File: src/rtl/irqv_pkg.sv
package irqv_pkg;
  localparam int ADDR_W = 12;
  localparam logic [ADDR_W-1:0] OFS_VECTOR  = 12'h030;
  localparam logic [ADDR_W-1:0] OFS_DEFAULT = 12'h034;
  localparam logic [3:0] PAGE_SLOT_ADDR = 4'h1;
  localparam logic [3:0] PAGE_SLOT_CTRL = 4'h2;
endpackage

File: src/rtl/irqv_slot_regs.sv
module irqv_slot_regs
  import irqv_pkg::*;
#(
  parameter int NUM_SLOTS = 16,
  parameter int SRC_W     = 5,
  parameter int DATA_W    = 32,
  localparam int SLOT_W   = $clog2(NUM_SLOTS)
) (
  input  logic                                  clk,
  input  logic                                  rst_n,
  input  logic                                  wr_en,
  input  logic                                  rd_en,
  input  logic [ADDR_W-1:0]                     addr,
  input  logic [DATA_W-1:0]                     wdata,
  output logic [NUM_SLOTS-1:0][DATA_W-1:0]      slot_addr,
  output logic [NUM_SLOTS-1:0][SRC_W-1:0]       slot_src,
  output logic [NUM_SLOTS-1:0]                  slot_en,
  output logic [DATA_W-1:0]                     def_addr,
  output logic [DATA_W-1:0]                     cfg_rdata
);
  logic [SLOT_W-1:0] idx;
  logic in_page, hit_addr, hit_ctrl, hit_def;

  assign idx      = addr[2 +: SLOT_W];
  assign in_page  = ((addr[7:2] >> SLOT_W) == 6'd0);
  assign hit_addr = in_page && (addr[11:8] == PAGE_SLOT_ADDR);
  assign hit_ctrl = in_page && (addr[11:8] == PAGE_SLOT_CTRL);
  assign hit_def  = (addr == OFS_DEFAULT);

  always_ff @(posedge clk) begin
    if (!rst_n) def_addr <= '0;
    else if (wr_en && hit_def) def_addr <= wdata;
  end

  for (genvar s = 0; s < NUM_SLOTS; s++) begin : g_slot
    always_ff @(posedge clk) begin
      if (!rst_n) begin
        slot_addr[s] <= '0;
        slot_src[s]  <= '0;
        slot_en[s]   <= 1'b0;
      end else if (wr_en && idx == SLOT_W'(s)) begin
        if (hit_addr) slot_addr[s] <= wdata;
        if (hit_ctrl) begin
          slot_src[s] <= wdata[SRC_W-1:0];
          slot_en[s]  <= wdata[SRC_W];
        end
      end
    end
  end

  always_comb begin
    cfg_rdata = '0;
    if (rd_en) begin
      if (hit_def)       cfg_rdata = def_addr;
      else if (hit_addr) cfg_rdata = slot_addr[idx];
      else if (hit_ctrl) cfg_rdata = {{(DATA_W-SRC_W-1){1'b0}}, slot_en[idx], slot_src[idx]};
    end
  end
endmodule

File: src/rtl/irqv_resolver.sv
module irqv_resolver #(
  parameter int NUM_SLOTS = 16,
  parameter int NUM_SRC   = 32,
  localparam int SRC_W    = $clog2(NUM_SRC),
  localparam int SLOT_W   = $clog2(NUM_SLOTS),
  localparam int LVL_W    = $clog2(NUM_SLOTS + 2)
) (
  input  logic [NUM_SRC-1:0]               irq_status,
  input  logic [NUM_SLOTS-1:0][SRC_W-1:0]  slot_src,
  input  logic [NUM_SLOTS-1:0]             slot_en,
  input  logic [LVL_W-1:0]                 cur_level,
  output logic                             win_valid,
  output logic [SLOT_W-1:0]                win_idx,
  output logic                             nonvec_pend
);
  logic [NUM_SLOTS-1:0] active, eligible;
  logic [NUM_SRC-1:0]   claimed;

  for (genvar s = 0; s < NUM_SLOTS; s++) begin : g_act
    assign active[s]   = slot_en[s] && irq_status[slot_src[s]];
    assign eligible[s] = active[s] && (LVL_W'(s) < cur_level);
  end

  always_comb begin
    claimed = '0;
    for (int s = 0; s < NUM_SLOTS; s++)
      if (slot_en[s]) claimed[slot_src[s]] = 1'b1;
  end

  assign nonvec_pend = |(irq_status & ~claimed);

  // Fixed priority: scan from the lowest priority so the lowest index is kept.
  always_comb begin
    win_valid = 1'b0;
    win_idx   = '0;
    for (int s = NUM_SLOTS - 1; s >= 0; s--) begin
      if (eligible[s]) begin
        win_valid = 1'b1;
        win_idx   = SLOT_W'(s);
      end
    end
  end
endmodule

File: src/rtl/irqv_inservice.sv
module irqv_inservice #(
  parameter int NUM_SLOTS = 16,
  localparam int NUM_LVL  = NUM_SLOTS + 1,
  localparam int LVL_W    = $clog2(NUM_SLOTS + 2)
) (
  input  logic               clk,
  input  logic               rst_n,
  input  logic               push,
  input  logic [LVL_W-1:0]   push_lvl,
  input  logic               pop,
  output logic [NUM_LVL-1:0] mask,
  output logic [LVL_W-1:0]   cur_level
);
  // Nesting only ever pushes a level above all held ones, so the most recent
  // entry is always the lowest set bit.
  always_ff @(posedge clk) begin
    if (!rst_n)    mask <= '0;
    else if (pop)  mask <= mask & (mask - NUM_LVL'(1));
    else if (push) mask <= mask | (NUM_LVL'(1) << push_lvl);
  end

  always_comb begin
    cur_level = LVL_W'(NUM_LVL);
    for (int l = NUM_LVL - 1; l >= 0; l--)
      if (mask[l]) cur_level = LVL_W'(l);
  end
endmodule

File: src/rtl/irq_vector_arbiter.sv
module irq_vector_arbiter
  import irqv_pkg::*;
#(
  parameter int NUM_SLOTS = 16,
  parameter int NUM_SRC   = 32,
  parameter int DATA_W    = 32
) (
  input  logic                 clk,
  input  logic                 rst_n,
  input  logic [NUM_SRC-1:0]   irq_status,
  input  logic                 reg_wr,
  input  logic                 reg_rd,
  input  logic [ADDR_W-1:0]    reg_addr,
  input  logic [DATA_W-1:0]    reg_wdata,
  output logic [DATA_W-1:0]    reg_rdata,
  output logic                 irq_out
);
  localparam int SRC_W   = $clog2(NUM_SRC);
  localparam int SLOT_W  = $clog2(NUM_SLOTS);
  localparam int NUM_LVL = NUM_SLOTS + 1;
  localparam int LVL_W   = $clog2(NUM_SLOTS + 2);

  logic [NUM_SLOTS-1:0][DATA_W-1:0] slot_addr;
  logic [NUM_SLOTS-1:0][SRC_W-1:0]  slot_src;
  logic [NUM_SLOTS-1:0]             slot_en;
  logic [DATA_W-1:0]                def_addr, cfg_rdata, vec_value;
  logic [NUM_LVL-1:0]               mask;
  logic [LVL_W-1:0]                 cur_level, push_lvl;
  logic [SLOT_W-1:0]                win_idx;
  logic                             win_valid, nonvec_pend;
  logic                             vec_hit, vec_read, vec_ack;

  assign vec_hit  = (reg_addr == OFS_VECTOR);
  assign vec_read = reg_rd && vec_hit;
  assign vec_ack  = reg_wr && vec_hit;

  irqv_slot_regs #(.NUM_SLOTS(NUM_SLOTS), .SRC_W(SRC_W), .DATA_W(DATA_W)) u_regs (
    .clk(clk), .rst_n(rst_n), .wr_en(reg_wr && !vec_hit), .rd_en(reg_rd),
    .addr(reg_addr), .wdata(reg_wdata), .slot_addr(slot_addr),
    .slot_src(slot_src), .slot_en(slot_en), .def_addr(def_addr), .cfg_rdata(cfg_rdata)
  );

  irqv_resolver #(.NUM_SLOTS(NUM_SLOTS), .NUM_SRC(NUM_SRC)) u_pick (
    .irq_status(irq_status), .slot_src(slot_src), .slot_en(slot_en),
    .cur_level(cur_level), .win_valid(win_valid), .win_idx(win_idx),
    .nonvec_pend(nonvec_pend)
  );

  assign push_lvl = win_valid ? LVL_W'(win_idx) : LVL_W'(NUM_SLOTS);

  irqv_inservice #(.NUM_SLOTS(NUM_SLOTS)) u_isr (
    .clk(clk), .rst_n(rst_n), .push(vec_read), .push_lvl(push_lvl),
    .pop(vec_ack), .mask(mask), .cur_level(cur_level)
  );

  assign vec_value = win_valid ? slot_addr[win_idx] : def_addr;

  always_ff @(posedge clk) begin
    if (!rst_n) begin
      reg_rdata <= '0;
      irq_out   <= 1'b0;
    end else begin
      if (reg_rd) reg_rdata <= vec_hit ? vec_value : cfg_rdata;
      irq_out <= win_valid || (nonvec_pend && cur_level == LVL_W'(NUM_LVL));
    end
  end
endmodule

File: config.mk
export PLATFORM = sky130hd
export DESIGN_NAME = irq_vector_arbiter
export DESIGN_NICKNAME = d
export VERILOG_FILES = /design/src/rtl/irqv_pkg.sv /design/src/rtl/irqv_slot_regs.sv /design/src/rtl/irqv_resolver.sv /design/src/rtl/irqv_inservice.sv /design/src/rtl/irq_vector_arbiter.sv
export SDC_FILE = /design/constraint.sdc
export NUM_CORES = 2
export LEC_CHECK = 0
export ABC_AREA = 1
export ABC_CLOCK_PERIOD_IN_PS = 2900
export BUFFER_PORTS_ARGS = -buffer_cell sky130_fd_sc_hd__buf_2
export CAP_MARGIN = 0
export CORE_MARGIN = 4
export CORE_UTILIZATION = 40
export CTS_CLUSTER_SIZE = 25
export DETAILED_ROUTE_END_ITERATION = 8
export PLACE_DENSITY_LB_ADDON = 0.05
export SLEW_MARGIN = 10
export SYNTH_ARGS = -nofsm -noshare
export SYNTH_HDL_FRONTEND = slang
export SYNTH_SLANG_ARGS = --single-unit
File: constraint.sdc
create_clock -name clk -period 2.9 [get_ports clk]
set_input_delay 0.58 -clock clk [delete_from_list [all_inputs] [get_ports clk]]
set_output_delay 0.58 -clock clk [all_outputs]
set_load 0.01 [all_outputs]
==> impl_metrics.tcl <==
set metrics [dict create \
    drc_errors 0 \
    die_w_um 334 \
    clockBufferDepth 3 \
    finalCritPeriodShare 1.24 \
    synth_top_area_frac 0.326 \
    drive_above_1_share 0.249 \
    routed_wl_um 263000 \
    syn_inst 6652 \
    fmax_mhz 279 \
    ios 113 \
    cp_max_fo 10 \
    vias 56700 \
    utilization 0.561 \
    max_stage_delay_ns 0.38 \
    cts_tree "built" \
    r2r_start "u_regs.slot_src[36]" \
    drt_iter0_drc 8248 \
    hold_depth 3 \
    root_buffer "clkbuf_16" \
    firstDrtPassIters 6 \
    power_density_mw_per_mm2 381 \
    finalMaxSlewViolations 0 \
    fin_hold_ws_ns 0.295 \
    max-slew-margin-rel 0.378 \
    ff2ff_setup_slack_ns -0.68 \
    fin_nets 7560 \
    rr_worst_depth 26 \
    yosys.cell_types.count 45 \
    vias_per_cell 6.34 \
    initial_utilization 0.403 \
    crit_top_cell "nand2_1" \
    vdd_ir_drop_max_mv 0.586 \
    regToRegEndpoint "reg_rdata[13]" \
    grt_pass1_wl_um 364000 \
    antenna_left 0 \
    gp_congestion 1.07 \
    skew_ns 0.0426 \
    cp.arrival_ns 4.16 \
    yosys_warnings 0 \
    clk_latency_ns 0.70 \
    cp.required_ns 3.48 \
    status "finished with violations" \
    rsz0062_at_grt "true" \
    fp-row-count 119 \
    startpoint_type "flip-flop" \
    path_buf_inv 8 \
    synth_edf_count 0 \
    cts.htree.levels 3 \
    clkTransAtPathRegs_ns 0.07 \
    finalSetupViolations 49 \
    ys_seq_area_frac 0.326 \
    synth-seq-cells 690 \
    yosys-top-cells-area "dfxtp_1, o21ai_0, nand3_1" \
    syn_area_mm2 0.0424 \
    cts_made_buffers 82 \
    drv_cap 0 \
    violations "negative setup slack" \
    dp_hpwl_um 179000 \
    syn_area_per_cell_um2 6.37 \
    hp-start "reg_wdata[26]" \
    p_leak_uw 0.0231 \
    pre_cts_ws_ns -1.12 \
    coreArea_mm2 0.105 \
    synth-main-ff-cell "dfxtp_1" \
    cts_hold_buf 0 \
    track_usage 0.438 \
    portBuffers 112 \
    antenna_found_initial 15 \
    fp.dieH_um 334 \
    syn_to_final_growth_pct 39.3 \
    setup_ws_ns -0.683 \
    die-area_mm2 0.111 \
    grt_max_degree 98 \
    worst_hold_path_type "in -> reg" \
    crit_slowest_cell "dfxtp_4" \
    ys_async_sr_fraction 0 \
    min_to "u_regs.slot_addr[26]" \
    post-synth-top-area-cell "dfxtp_1" \
    hold_viol 0 \
    clkSinkCount 690 \
    crit_family "simple AND/OR/NAND/NOR gates" \
    grt_pass1_vias 51700 \
    tightestPinTransition_ns 0.933 \
    criticalPathCategory "reg -> reg" \
    end_kind "flip-flop" \
    wl_per_cell_um 29.4 \
    fin_crit_ns 3.58 \
    syn_nets 6732 \
    grt-ovfl-total 0 \
]
==> cell usage after synthesis (2+ instances only) <==
cell type  instances
nand2_2            4
nand3_1          760
a31oi_1            4
nor2_2             7
a2111oi_0          4
a22o_1            23
o21ai_0          921
nand3b_1           3
or2_1              2
a22oi_1           57
nor3_2            20
buf_1             32
a211oi_1          18
buf_4             14
o221ai_1          34
buf_2            114
nor3_1           138
nand2_4            2
a41oi_1            2
nor2_1           387
dfxtp_1          690
nand2_1          938
o21ai_1           49
nor4_1            36
nand4_1          135
o2111ai_1          9
a21oi_1          665
buf_6              2
clkinv_1          20
a2111o_1           2
inv_1            634
inv_2             48
o22ai_1          411
a221oi_1          90
clkbuf_1         367
==> worst register-to-register path, stage by stage (launching register included) <==
cell and delay (ns):
dfxtp_4 0.38, inv_4 0.06, nor2_2 0.06, buf_4 0.18, nand2_1 0.06, o21ai_0 0.06
o21ai_0 0.15, nand4_1 0.27, o211ai_1 0.38, buf_4 0.25, buf_6 0.12, nand3_2 0.08
nand2_2 0.10, nand2_4 0.07, nand2_8 0.12, buf_12 0.16, clkinv_16 0.08, buf_12 0.15
clkbuf_16 0.19, nand2_1 0.07, nand3_1 0.10, nand2_1 0.07, nand2_1 0.05, nand3_1 0.09
nand3_1 0.08, nand2_1 0.07, a21oi_1 0.06
==> through the flow <==
step / total power [uW] / TNS (ns) / cell area, um^2 / instances
final: 22500 / -27.00 / 59100 / 8940
after global routing: 22900 / -31.52 / 59100 / 8939
after CTS: 22400 / -18.21 / 57400 / 8888
after detailed placement: 11600 / -49.63 / 52200 / 8673
after global placement: 11600 / -48.13 / 52200 / 8673
after floorplan: 10600 / -0.0839 / 42500 / 6652
==> what timing repair did <==
action / in CTS / in global routing
pin swaps: 104 / 134
hold endpoints to repair: 0 / 0
cloned: 29 / 24
gates resized for setup: 331 / 243
setup buffers: 42 / 28
endpoints found under the setup margin: 49 / 49
==> worst max-delay path by stage <==
| stage | start | endpoint | slack [ns] | depth (start not counted) |
|---|---|---|---|---|
| after floorplan | irq_status[10] | reg_rdata[14] | -0.005 | 30 |
| after CTS | u_regs.slot_src[75] | reg_rdata[3] | -0.49 | 33 |
| after detailed placement | irq_status[23] | reg_rdata[22] | -1.12 | 23 |
| final | u_regs.slot_src[36] | reg_rdata[13] | -0.68 | 26 |
| after global placement | irq_status[23] | reg_rdata[22] | -1.16 | 23 |
| after global routing | u_regs.slot_src[70] | reg_rdata[13] | -0.77 | 32 |
==> cells in the final DEF (no fill, tap or decap), drive strengths merged, types with 3 or more instances in the layout <==
cell type | synthesis | layout
a21oi | 666 | 666
bufinv | 0 | 6
inv | 683 | 687
diode | 0 | 5
o21ai | 970 | 970
clkinv | 20 | 39
a22o | 23 | 23
dfxtp | 690 | 690
nand3 | 761 | 761
nor4 | 37 | 37
a2111oi | 4 | 4
nand2 | 944 | 944
clkbuf | 367 | 135
nor3 | 158 | 158
a221oi | 90 | 90
buf | 162 | 1254
a31oi | 4 | 4
a211oi | 18 | 18
nand4 | 135 | 135
o22ai | 411 | 411
o2111ai | 9 | 9
o221ai | 34 | 34
a22oi | 57 | 57
nand3b | 3 | 3
nor2 | 394 | 394
==> metal layers <==
| metal | GRT usage | up-vias | part of all wire |
|---|---|---|---|
| met3 | 0.0917 | 1060 | 0.11 |
| li1 | - | 25000 | - |
| met4 | 0.297 | 4 | 0.084 |
| met5 | 0 | - | 0.00010 |
| met2 | 0.661 | 4020 | 0.42 |
| met1 | 0.561 | 26600 | 0.38 |
==> flip-flops by register name (all words and copies together) (netlist names) <==
| name | cells |
|---|---|
| irq_out | 1 |
| reg_rdata | 32 |
| u_isr.mask | 17 |
| u_regs.slot_en | 16 |
| u_regs.slot_src | 80 |
| u_regs.slot_addr | 512 |
| u_regs.def_addr | 32 |
==> kinds of logic (layout without fill, tap and decap cells) <==
logic type,after synthesis,after routing,share of synthesized area
buffers and inverters,1232,2124,0.114
other,0,5,0
and+or+nand+nor,2435,2435,0.257
DFF,690,690,0.326
AOI/OAI and AO/OA,2295,2295,0.303
==> area by class of cell <==
| type | count | area [um^2] |
|---|---|---|
| multi-input combinational | 4730 | 25500 |
| timing repair inverter | 1 | 16.3 |
| tap | 1391 | 1740 |
| antenna | 5 | 12.5 |
| sequential | 690 | 13800 |
| inverter | 703 | 2710 |
| clock buffer | 118 | 2400 |
| fill | 10300 | 46200 |
| clock inverter | 30 | 397 |
| timing repair buffer | 1272 | 12400 |
==> power by group <==
part           switching, uW  total (uW)  internal [uW]
sequential              32.5        9540           9500
clock                   4590       10900           6320
combinational           1440        2040            597
No activity file was read; power rests on OpenSTA's default activity.
